`src/rtl/alu8_pkg.sv`:
```
package alu8_pkg;

    localparam int DW = 8;
    localparam int SW = 8;

    typedef enum logic [3:0] {
        OP_ADD  = 4'd0,
        OP_ADC  = 4'd1,
        OP_SUB  = 4'd2,
        OP_SBC  = 4'd3,
        OP_AND  = 4'd4,
        OP_OR   = 4'd5,
        OP_XOR  = 4'd6,
        OP_COM  = 4'd7,
        OP_NEG  = 4'd8,
        OP_INC  = 4'd9,
        OP_DEC  = 4'd10,
        OP_LSR  = 4'd11,
        OP_ROR  = 4'd12,
        OP_ASR  = 4'd13,
        OP_SWAP = 4'd14,
        OP_NONE = 4'd15
    } alu_op_e;

    typedef struct packed {
        logic i;
        logic t;
        logic h;
        logic s;
        logic v;
        logic n;
        logic z;
        logic c;
    } sreg_t;

    // Which status bits an operation may write (1 = written).
    function automatic logic [SW-1:0] flag_mask(alu_op_e op);
        case (op)
            OP_ADD, OP_ADC, OP_SUB, OP_SBC, OP_NEG: return 8'b0011_1111;
            OP_AND, OP_OR, OP_XOR:                  return 8'b0001_1110;
            OP_INC, OP_DEC:                         return 8'b0001_1110;
            OP_COM, OP_LSR, OP_ROR, OP_ASR:         return 8'b0001_1111;
            default:                                return 8'b0000_0000;
        endcase
    endfunction

    function automatic logic is_arith(alu_op_e op);
        return (op == OP_ADD) || (op == OP_ADC) || (op == OP_SUB) ||
               (op == OP_SBC) || (op == OP_NEG) || (op == OP_INC) ||
               (op == OP_DEC);
    endfunction

    function automatic logic is_shift(alu_op_e op);
        return (op == OP_LSR) || (op == OP_ROR) || (op == OP_ASR);
    endfunction

endpackage

```
`src/rtl/alu8_addsub.sv`:
```
module alu8_addsub #(
    parameter int W = alu8_pkg::DW
) (
    input  logic [W-1:0] x,
    input  logic [W-1:0] y,
    input  logic         ci,
    input  logic         sub,
    output logic [W-1:0] res,
    output logic         cout,
    output logic         hout,
    output logic         vout
);
    localparam int HW = W / 2;

    logic [W:0]  full;
    logic [HW:0] half;

    always_comb begin
        if (sub) begin
            full = {1'b0, x} - {1'b0, y} - {{W{1'b0}}, ci};
            half = {1'b0, x[HW-1:0]} - {1'b0, y[HW-1:0]} - {{HW{1'b0}}, ci};
        end else begin
            full = {1'b0, x} + {1'b0, y} + {{W{1'b0}}, ci};
            half = {1'b0, x[HW-1:0]} + {1'b0, y[HW-1:0]} + {{HW{1'b0}}, ci};
        end
        res  = full[W-1:0];
        cout = full[W];
        hout = half[HW];
        if (sub)
            vout = (x[W-1] != y[W-1]) && (full[W-1] != x[W-1]);
        else
            vout = (x[W-1] == y[W-1]) && (full[W-1] != x[W-1]);
    end

endmodule

```
`src/rtl/alu8_bitops.sv`:
```
module alu8_bitops
    import alu8_pkg::*;
#(
    parameter int W = alu8_pkg::DW
) (
    input  alu_op_e      op,
    input  logic [W-1:0] a,
    input  logic [W-1:0] b,
    input  logic         ci,
    output logic [W-1:0] res,
    output logic         cout
);
    localparam int HW = W / 2;

    logic fill;

    always_comb begin
        case (op)
            OP_ROR:  fill = ci;
            OP_ASR:  fill = a[W-1];
            default: fill = 1'b0;
        endcase

        cout = 1'b0;
        case (op)
            OP_AND:  res = a & b;
            OP_OR:   res = a | b;
            OP_XOR:  res = a ^ b;
            OP_COM:  begin res = ~a; cout = 1'b1; end
            OP_LSR, OP_ROR, OP_ASR: begin
                res  = {fill, a[W-1:1]};
                cout = a[0];
            end
            OP_SWAP: res = {a[HW-1:0], a[W-1:HW]};
            default: res = '0;
        endcase
    end

endmodule

```
`src/rtl/alu8_flagmerge.sv`:
```
module alu8_flagmerge
    import alu8_pkg::*;
(
    input  sreg_t          prev,
    input  sreg_t          fresh,
    input  logic [SW-1:0]  mask,
    output sreg_t          merged
);
    always_comb begin
        merged = sreg_t'((prev & ~mask) | (fresh & mask));
    end

endmodule

```
`src/rtl/alu8_core.sv`:
```
module alu8_core
    import alu8_pkg::*;
#(
    parameter int W = alu8_pkg::DW
) (
    input  logic         clk,
    input  logic         rst,
    input  logic [3:0]   op_i,
    input  logic [W-1:0] a_i,
    input  logic [W-1:0] b_i,
    input  logic         cin_i,
    input  logic [SW-1:0] sreg_i,
    output logic [W-1:0] res_o,
    output logic [SW-1:0] sreg_o
);
    localparam logic [W-1:0] ONE = W'(1);

    alu_op_e      op;
    sreg_t        prev;
    logic [W-1:0] ax, ay, ar, br, res_d;
    logic         aci, asub, ac, ah, av, bc;
    sreg_t        fresh, merged;

    assign op   = alu_op_e'(op_i);
    assign prev = sreg_t'(sreg_i);

    // Operand routing into the shared adder/subtractor
    always_comb begin
        ax   = a_i;
        ay   = b_i;
        aci  = 1'b0;
        asub = 1'b0;
        case (op)
            OP_ADC: aci = cin_i;
            OP_SUB: asub = 1'b1;
            OP_SBC: begin asub = 1'b1; aci = cin_i; end
            OP_NEG: begin asub = 1'b1; ax = '0; ay = a_i; end
            OP_INC: ay = ONE;
            OP_DEC: begin asub = 1'b1; ay = ONE; end
            default: ;
        endcase
    end

    alu8_addsub #(.W(W)) u_addsub (
        .x(ax), .y(ay), .ci(aci), .sub(asub),
        .res(ar), .cout(ac), .hout(ah), .vout(av)
    );

    alu8_bitops #(.W(W)) u_bitops (
        .op(op), .a(a_i), .b(b_i), .ci(cin_i),
        .res(br), .cout(bc)
    );

    // Candidate flag values; the mask decides which are kept
    always_comb begin
        res_d   = is_arith(op) ? ar : br;
        fresh   = '0;
        fresh.n = res_d[W-1];
        fresh.z = (res_d == '0) && ((op != OP_SBC) || prev.z);
        fresh.h = ah;
        if (is_arith(op)) begin
            fresh.c = ac;
            fresh.v = av;
        end else if (is_shift(op)) begin
            fresh.c = bc;
            fresh.v = res_d[W-1] ^ bc;
        end else begin
            fresh.c = bc;
            fresh.v = 1'b0;
        end
        fresh.s = fresh.n ^ fresh.v;
    end

    alu8_flagmerge u_merge (
        .prev(prev), .fresh(fresh), .mask(flag_mask(op)), .merged(merged)
    );

    always_ff @(posedge clk) begin
        if (rst) begin
            res_o  <= '0;
            sreg_o <= '0;
        end else begin
            res_o  <= res_d;
            sreg_o <= merged;
        end
    end

    // Assertions
    AST_IT_HELD: assert property (@(posedge clk) disable iff (rst)
        1'b1 |=> sreg_o[7:6] == $past(sreg_i[7:6]));
    AST_S_IS_NXV: assert property (@(posedge clk) disable iff (rst)
        (flag_mask(alu_op_e'(op_i)) != '0) |=> sreg_o[4] == (sreg_o[2] ^ sreg_o[3]));
    AST_SWAP_NOFLAG: assert property (@(posedge clk) disable iff (rst)
        (op_i == 4'd14) |=> sreg_o == $past(sreg_i));
    AST_UNUSED_PASS: assert property (@(posedge clk) disable iff (rst)
        (op_i == 4'd15) |=> (sreg_o == $past(sreg_i)) && (res_o == '0));
    AST_LOGIC_KEEP: assert property (@(posedge clk) disable iff (rst)
        (op_i inside {4'd4, 4'd5, 4'd6}) |=>
            (sreg_o[0] == $past(sreg_i[0])) && (sreg_o[5] == $past(sreg_i[5])) && !sreg_o[3]);
    AST_INCDEC_KEEP: assert property (@(posedge clk) disable iff (rst)
        (op_i inside {4'd9, 4'd10}) |=>
            (sreg_o[0] == $past(sreg_i[0])) && (sreg_o[5] == $past(sreg_i[5])));
    AST_SBC_ZSTICKY: assert property (@(posedge clk) disable iff (rst)
        (op_i == 4'd3 && !sreg_i[1]) |=> !sreg_o[1]);
    AST_COM_CARRY: assert property (@(posedge clk) disable iff (rst)
        (op_i == 4'd7) |=> sreg_o[0] && !sreg_o[3]);
    AST_RESET_CLEAR: assert property (@(posedge clk)
        rst |=> (res_o == '0) && (sreg_o == '0));

endmodule

```
`config.mk`:
```
export PLATFORM = sky130hd
export DESIGN_NAME = alu8_core
export DESIGN_NICKNAME = d
export VERILOG_FILES = /design/src/rtl/alu8_pkg.sv /design/src/rtl/alu8_addsub.sv /design/src/rtl/alu8_bitops.sv /design/src/rtl/alu8_flagmerge.sv /design/src/rtl/alu8_core.sv
export SDC_FILE = /design/constraint.sdc
export NUM_CORES = 1
export LEC_CHECK = 0
export CAP_MARGIN = 20
export CORE_MARGIN = 4
export CORE_UTILIZATION = 40
export CTS_CLUSTER_DIAMETER = 200
export DETAILED_ROUTE_END_ITERATION = 6
export PLACE_DENSITY = 0.61
export SYNTH_ARGS = -nofsm -noshare
export SYNTH_HDL_FRONTEND = slang
export SYNTH_HIERARCHICAL = 1
export SYNTH_SLANG_ARGS = --single-unit
export TNS_END_PERCENT = 1
```
`constraint.sdc`:
```
create_clock -name clk -period 12.2 [get_ports clk]
set_input_delay 3.05 -clock clk [delete_from_list [all_inputs] [get_ports clk]]
set_output_delay 3.05 -clock clk [all_outputs]
set_load 0.02 [all_outputs]
```
==> flow_metrics.tcl, run 1 <==
set metrics [dict create \
    cts_resized 0 \
    netlist_area_um2 2890 \
    drt_wl_total_um 7290 \
    max_freq_mhz 123 \
    grt_setup_unrepaired "false" \
    core_area_um2 6910 \
    die_x_um 93.0 \
    htreeDepth 1 \
    finalPower_mw 0.273 \
    drt_first_pass_iters 5 \
    synth_edf_count 0 \
    powerDensity_nw_per_um2 79.1 \
    cts-root-buf "clkbuf_8" \
    worstMarginPinSlew_ns 0.952 \
    ys_seq_area_share_pct 11.1 \
    vias 2674 \
    grt_pass1_vias 2524 \
    cts_buffers 3 \
    synthAdderAreaFrac_pct 20.5 \
    synthToLayoutAreaGrowth_pct 19.4 \
    cts_tree "yes" \
    rows 30 \
    place_congestion 0.893 \
    fillers 696 \
    cts_max_path_buffers 2 \
    fin_hold_ws_ns 3.52 \
    synth_xor_area_share_pct 4.24 \
    antenna_cells 0 \
    post_cts_buffers 0 \
    synth_flop_cell "dfxtp_1" \
    clkTransAtPathRegs_ns 0.06 \
    dpl_cell_area_um2 3400 \
    clkSinkCount 16 \
    drc 0 \
    synth_warnings 6 \
    slew_headroom_pct 34.9 \
    fp.dieArea_um2 8660 \
    vdd_ir_drop_max_mv 0.0357 \
    hold_buffers 0 \
    slew_violations 0 \
    power_leakage_nw 1.57 \
    die_h_um 93.0 \
    hold_path_class "in -> reg" \
    crit_required_ns 12.31 \
    finalCoreUtilization_pct 50.0 \
    synthMuxAreaShare_pct 10.7 \
    cp-end-kind "flop" \
    synthCells 354 \
    ant_nets 0 \
    dpl.hpwl_um 5980 \
    synth_cell_types 71 \
    ys_async_sr_fraction_pct 0 \
    antenna_found_initial 0 \
    setup_viol 0 \
    avgSynthCellArea_um2 8.17 \
    path_class "in -> reg" \
    fin_crit_ns 8.14 \
    port_buffers 46 \
    drive_gt1_share_pct 9.32 \
    grt.overflow.total 0 \
    drv_cap 0 \
    drt-initial-drc-count 166 \
    start_kind "primary input" \
    via_per_inst 5.42 \
    worstPathArrival_ns 8.25 \
    status "complete, no violations" \
    initial_utilization_pct 41.9 \
    wl_per_cell_um 14.8 \
    grt_max_degree 31 \
    yosys_register_bits 16 \
    most-common-layout-cells "inv_1, clkdlybuf4s50_1, ha_1" \
    fin_area_um2 3450 \
    layout_commonest_cell "inv_1" \
    grtUsageTotal_pct 17.1 \
    hold_viol_final 0 \
    fin_nets 474 \
    synth-simple-area-share_pct 21.3 \
    synth_top_family_by_area "compound AO/OA/AOI/OAI gates" \
    io_pins 47 \
    grt_pass1_wl_um 12300 \
    fin_tns_setup_ns 0 \
    critPathMaxFanout 17 \
    synth_compound_area_share_pct 22.0 \
    finalCritPeriodShare_pct 66.7 \
]
worst max-delay path: stages:
cell             delay (ns)
clkdlybuf4s50_1        0.75
inv_1                  0.21
ha_1                   0.30
nand2_1                0.10
nor2_1                 0.68
a22o_1                 0.30
ha_1                   0.25
inv_1                  0.14
ha_1                   0.30
a21oi_1                0.31
o2bb2ai_1              0.17
xor2_1                 0.08
a2111oi_0              0.86
nor4_1                 0.15
nand2_1                0.12
a211oi_1               0.07
mux2_4                 0.27
nor2b_1                0.12
final timing paths:
path                  startpoint                    to  slack [ns]  depth (start not counted)
worst max-delay path     op_i[1]  sreg_o[1]$_SDFF_PP0_        4.06                         18
worst min-delay path   sreg_i[6]  sreg_o[6]$_SDFF_PP0_        3.52                          3
cell usage after synthesis (4+ instances only):
library cell	number	area [µm²]
dfxtp_1	16	320
nand2b_1	6	37.5
nand2_1	22	82.6
a21oi_1	12	60.1
xnor2_1	10	87.6
buf_6	5	56.3
xor2_1	4	35.0
nor2b_1	20	125
fa_1	4	80.1
mux2_4	9	135
nor2_1	20	75.1
o32ai_1	4	35.0
nor4_1	5	31.3
a31oi_1	4	25.0
inv_1	51	191
nand4_1	4	25.0
ha_1	41	513
o21ai_0	13	65.1
a22o_1	7	61.3
mux2i_1	14	140
nand3_1	5	25.0
power by group:
| part | switching, mW | leakage, nW | internal (mW) |
|---|---|---|---|
| combinational | 0.0911 | 1.41 | 0.0786 |
| sequential | 0.00123 | 0.132 | 0.0578 |
| clock | 0.0159 | 0.0288 | 0.0285 |
| total | 0.108 | 1.57 | 0.165 |
metal layers:
layer / track usage, % / part of all wire, % / vias to the layer above
met5: 0 / 0 / -
met1: 24.2 / 46 / 1227
met4: 3.79 / 1.7 / 0
li1: - / - / 1329
met3: 2.17 / 7.0 / 12
met2: 27.7 / 45 / 106
area by class of cell:
type	instances	area, µm²	area share, %
flip-flops and latches	16	320	9.27
well taps	96	120	3.48
clock buffers	4	55.1	1.59
repair buffers	48	475	13.8
multi-input cells	278	2290	66.4
inverters	51	191	5.54
flip-flops by register name (all words and copies together), names as in the netlist:
signal,count
sreg_o,8
res_o,8
kinds of logic (layout without fill, tap and decap cells):
family	after synthesis	count (layout)
multiplexers	26	26
AO/OA/AOI/OAI	82	82
buffers and inverters	63	103
other	1	4
XOR/XNOR	14	14
AND/OR/NAND/NOR	107	107
adder cells (fa/ha/maj)	45	45
flip-flops	16	16
metrics by stage:
step	std cells	worst slack, ns
4_1_cts	493	4.08
2_1_floorplan	357	5.60
6_report	493	4.06
3_5_place_dp	489	3.84
3_3_place_gp	489	4.09
5_1_grt	493	3.52
Power figures use the tool's default switching activity.
==> run 2: changes to the inputs <==
--- a/config.mk
+++ b/config.mk
@@ -10,7 +10,7 @@
 export CORE_UTILIZATION = 40
 export CTS_CLUSTER_DIAMETER = 200
 export DETAILED_ROUTE_END_ITERATION = 6
-export PLACE_DENSITY = 0.61
+export PLACE_DENSITY = 0.63
 export SYNTH_ARGS = -nofsm -noshare
 export SYNTH_HDL_FRONTEND = slang
 export SYNTH_HIERARCHICAL = 1
==> constraint.sdc (replaced) <==
create_clock -name clk -period 7.2 [get_ports clk]
set_input_delay 1.8 -clock clk [delete_from_list [all_inputs] [get_ports clk]]
set_output_delay 1.8 -clock clk [all_outputs]
set_load 0.02 [all_outputs]
==> flow_metrics.tcl, run 2 (synthesis gave the netlist of run 1 again) <==
set metrics [dict create \
    dpl_cell_area_um2 3430 \
    start_kind "primary input" \
    slew_violations 0 \
    port_buffers 46 \
    cts_max_path_buffers 2 \
    drive_gt1_share_pct 10.0 \
    powerDensity_nw_per_um2 130 \
    fin_tns_setup_ns 0 \
    cts_tree "yes" \
    drt_first_pass_iters 6 \
    status "complete, no violations" \
    multiInputGateArea_um2 2290 \
    grt_max_degree 26 \
    startpoint "op_i[1]" \
    seq_area_um2 320 \
    reg_top3 "res_o x8, sreg_o x8" \
    antenna_found_initial 0 \
    fp.dieArea_um2 8660 \
    fin_hold_ws_ns 2.28 \
    grt.overflow.total 0 \
    finalCritPeriodShare_pct 85.8 \
    cts_resized 0 \
    antenna_cells 0 \
    worstMarginPinSlew_ns 0.802 \
    fin_area_um2 3470 \
    critPathMaxFanout 11 \
    synthToLayoutAreaGrowth_pct 20.0 \
    rows 30 \
    htreeDepth 1 \
    drt_wl_total_um 7370 \
    fillers 693 \
    most-common-layout-cells "inv_1, clkdlybuf4s50_1, ha_1" \
    grtUsageMet2_pct 30.2 \
    clkTransAtPathRegs_ns 0.06 \
    fin_crit_ns 6.18 \
    grt_setup_unrepaired "false" \
    via_per_inst 5.35 \
    drc 0 \
    grtUsageTotal_pct 17.6 \
    cp-endpoint "sreg_o[1]$_SDFF_PP0_" \
    grtUsageMet1_pct 24.2 \
    busiest_layer "met2" \
    layout_commonest_cell "inv_1" \
    cp-end-kind "flop" \
    drv_cap 0 \
    clkSinkCount 16 \
    ant_nets 0 \
    hold_path_class "in -> reg" \
    worstPathArrival_ns 6.35 \
    drt-initial-drc-count 160 \
    fin_nets 478 \
    use_met3_pct 1.45 \
    die_x_um 93.0 \
    die_h_um 93.0 \
    wl_per_cell_um 14.9 \
    max_freq_mhz 162 \
    slew_headroom_pct 45.2 \
    dpl.hpwl_um 6090 \
    core_area_um2 6910 \
    io_pins 47 \
    vias 2653 \
    cts-root-buf "clkbuf_8" \
    post_cts_buffers 0 \
    finalPower_mw 0.450 \
    crit_required_ns 7.37 \
    grt_pass1_wl_um 12700 \
    vdd_ir_drop_max_mv 0.0577 \
    power_leakage_nw 1.59 \
    initial_utilization_pct 41.9 \
    setup_viol 0 \
    path_class "in -> reg" \
    place_congestion 0.888 \
    hold_viol_final 0 \
    grt_pass1_vias 2625 \
    hold_buffers 0 \
    cts_buffers 3 \
]
-- run 2: cell count changes in the layout (fill, tap and decap cells not counted) --
cell      change
clkbuf_8      -1
buf_4         +4
-- run 2: final cells by class --
class / count / share of cell area, %
Sequential cell: 16 / 9.23
Timing Repair Buffer: 52 / 14.6
Clock buffer: 3 / 1.19
Tap cell: 96 / 3.46
Multi-Input combinational cell: 278 / 66.0
Inverter: 51 / 5.52
-- run 2: stage by stage --
step | setup WS, ns | util [%] | std cells
2_1_floorplan | 1.85 | - | 357
3_3_place_gp | 0.835 | 49.7 | 493
3_5_place_dp | 0.801 | 49.7 | 493
4_1_cts | 1.05 | 50.3 | 496
5_1_grt | 0.653 | 50.3 | 496
6_report | 1.02 | 50.3 | 496
-- run 2: power by group --
group	internal (mW)	total [mW]	leakage (nW)	switching [mW]
registers	0.0980	0.100	0.132	0.00202
logic	0.134	0.288	1.43	0.154
clock network	0.0369	0.0622	0.0216	0.0253
total	0.269	0.450	1.59	0.181
-- run 2: critical path, cell delays in order --
cell and delay (ns):
clkdlybuf4s50_1 0.42, inv_1 0.09, ha_1 0.28, nand2_1 0.10, nor2_1 0.50, buf_4 0.24
a22o_1 0.17, ha_1 0.28, inv_1 0.16, ha_1 0.30, a21o_2 0.25, or4_4 0.52
nand3_1 0.09, o21ai_0 0.19, nor4_1 0.31, nand2_1 0.08, a211oi_1 0.28, mux2_4 0.18
nor2b_1 0.10
-- run 2: how the worst min path moves through the flow --
stage | startpoint | endpoint | cells after the start
after detailed placement | sreg_i[5] | sreg_o[5]$_SDFF_PP0_ | 3
after CTS | sreg_i[0] | sreg_o[0]$_SDFF_PP0_ | 3
final | sreg_i[0] | sreg_o[0]$_SDFF_PP0_ | 3
after global placement | sreg_i[6] | sreg_o[6]$_SDFF_PP0_ | 3
after global routing | sreg_i[6] | sreg_o[6]$_SDFF_PP0_ | 3
after floorplan | rst | res_o[7]$_SDFF_PP0_ | 1
-- run 2: per-layer routing --
| layer | vias up | share of wire [%] |
|---|---|---|
| met1 | 1209 | 46 |
| met5 | - | 0 |
| met2 | 97 | 47 |
| met4 | 0 | 1.7 |
| li1 | 1337 | - |
| met3 | 10 | 5.6 |
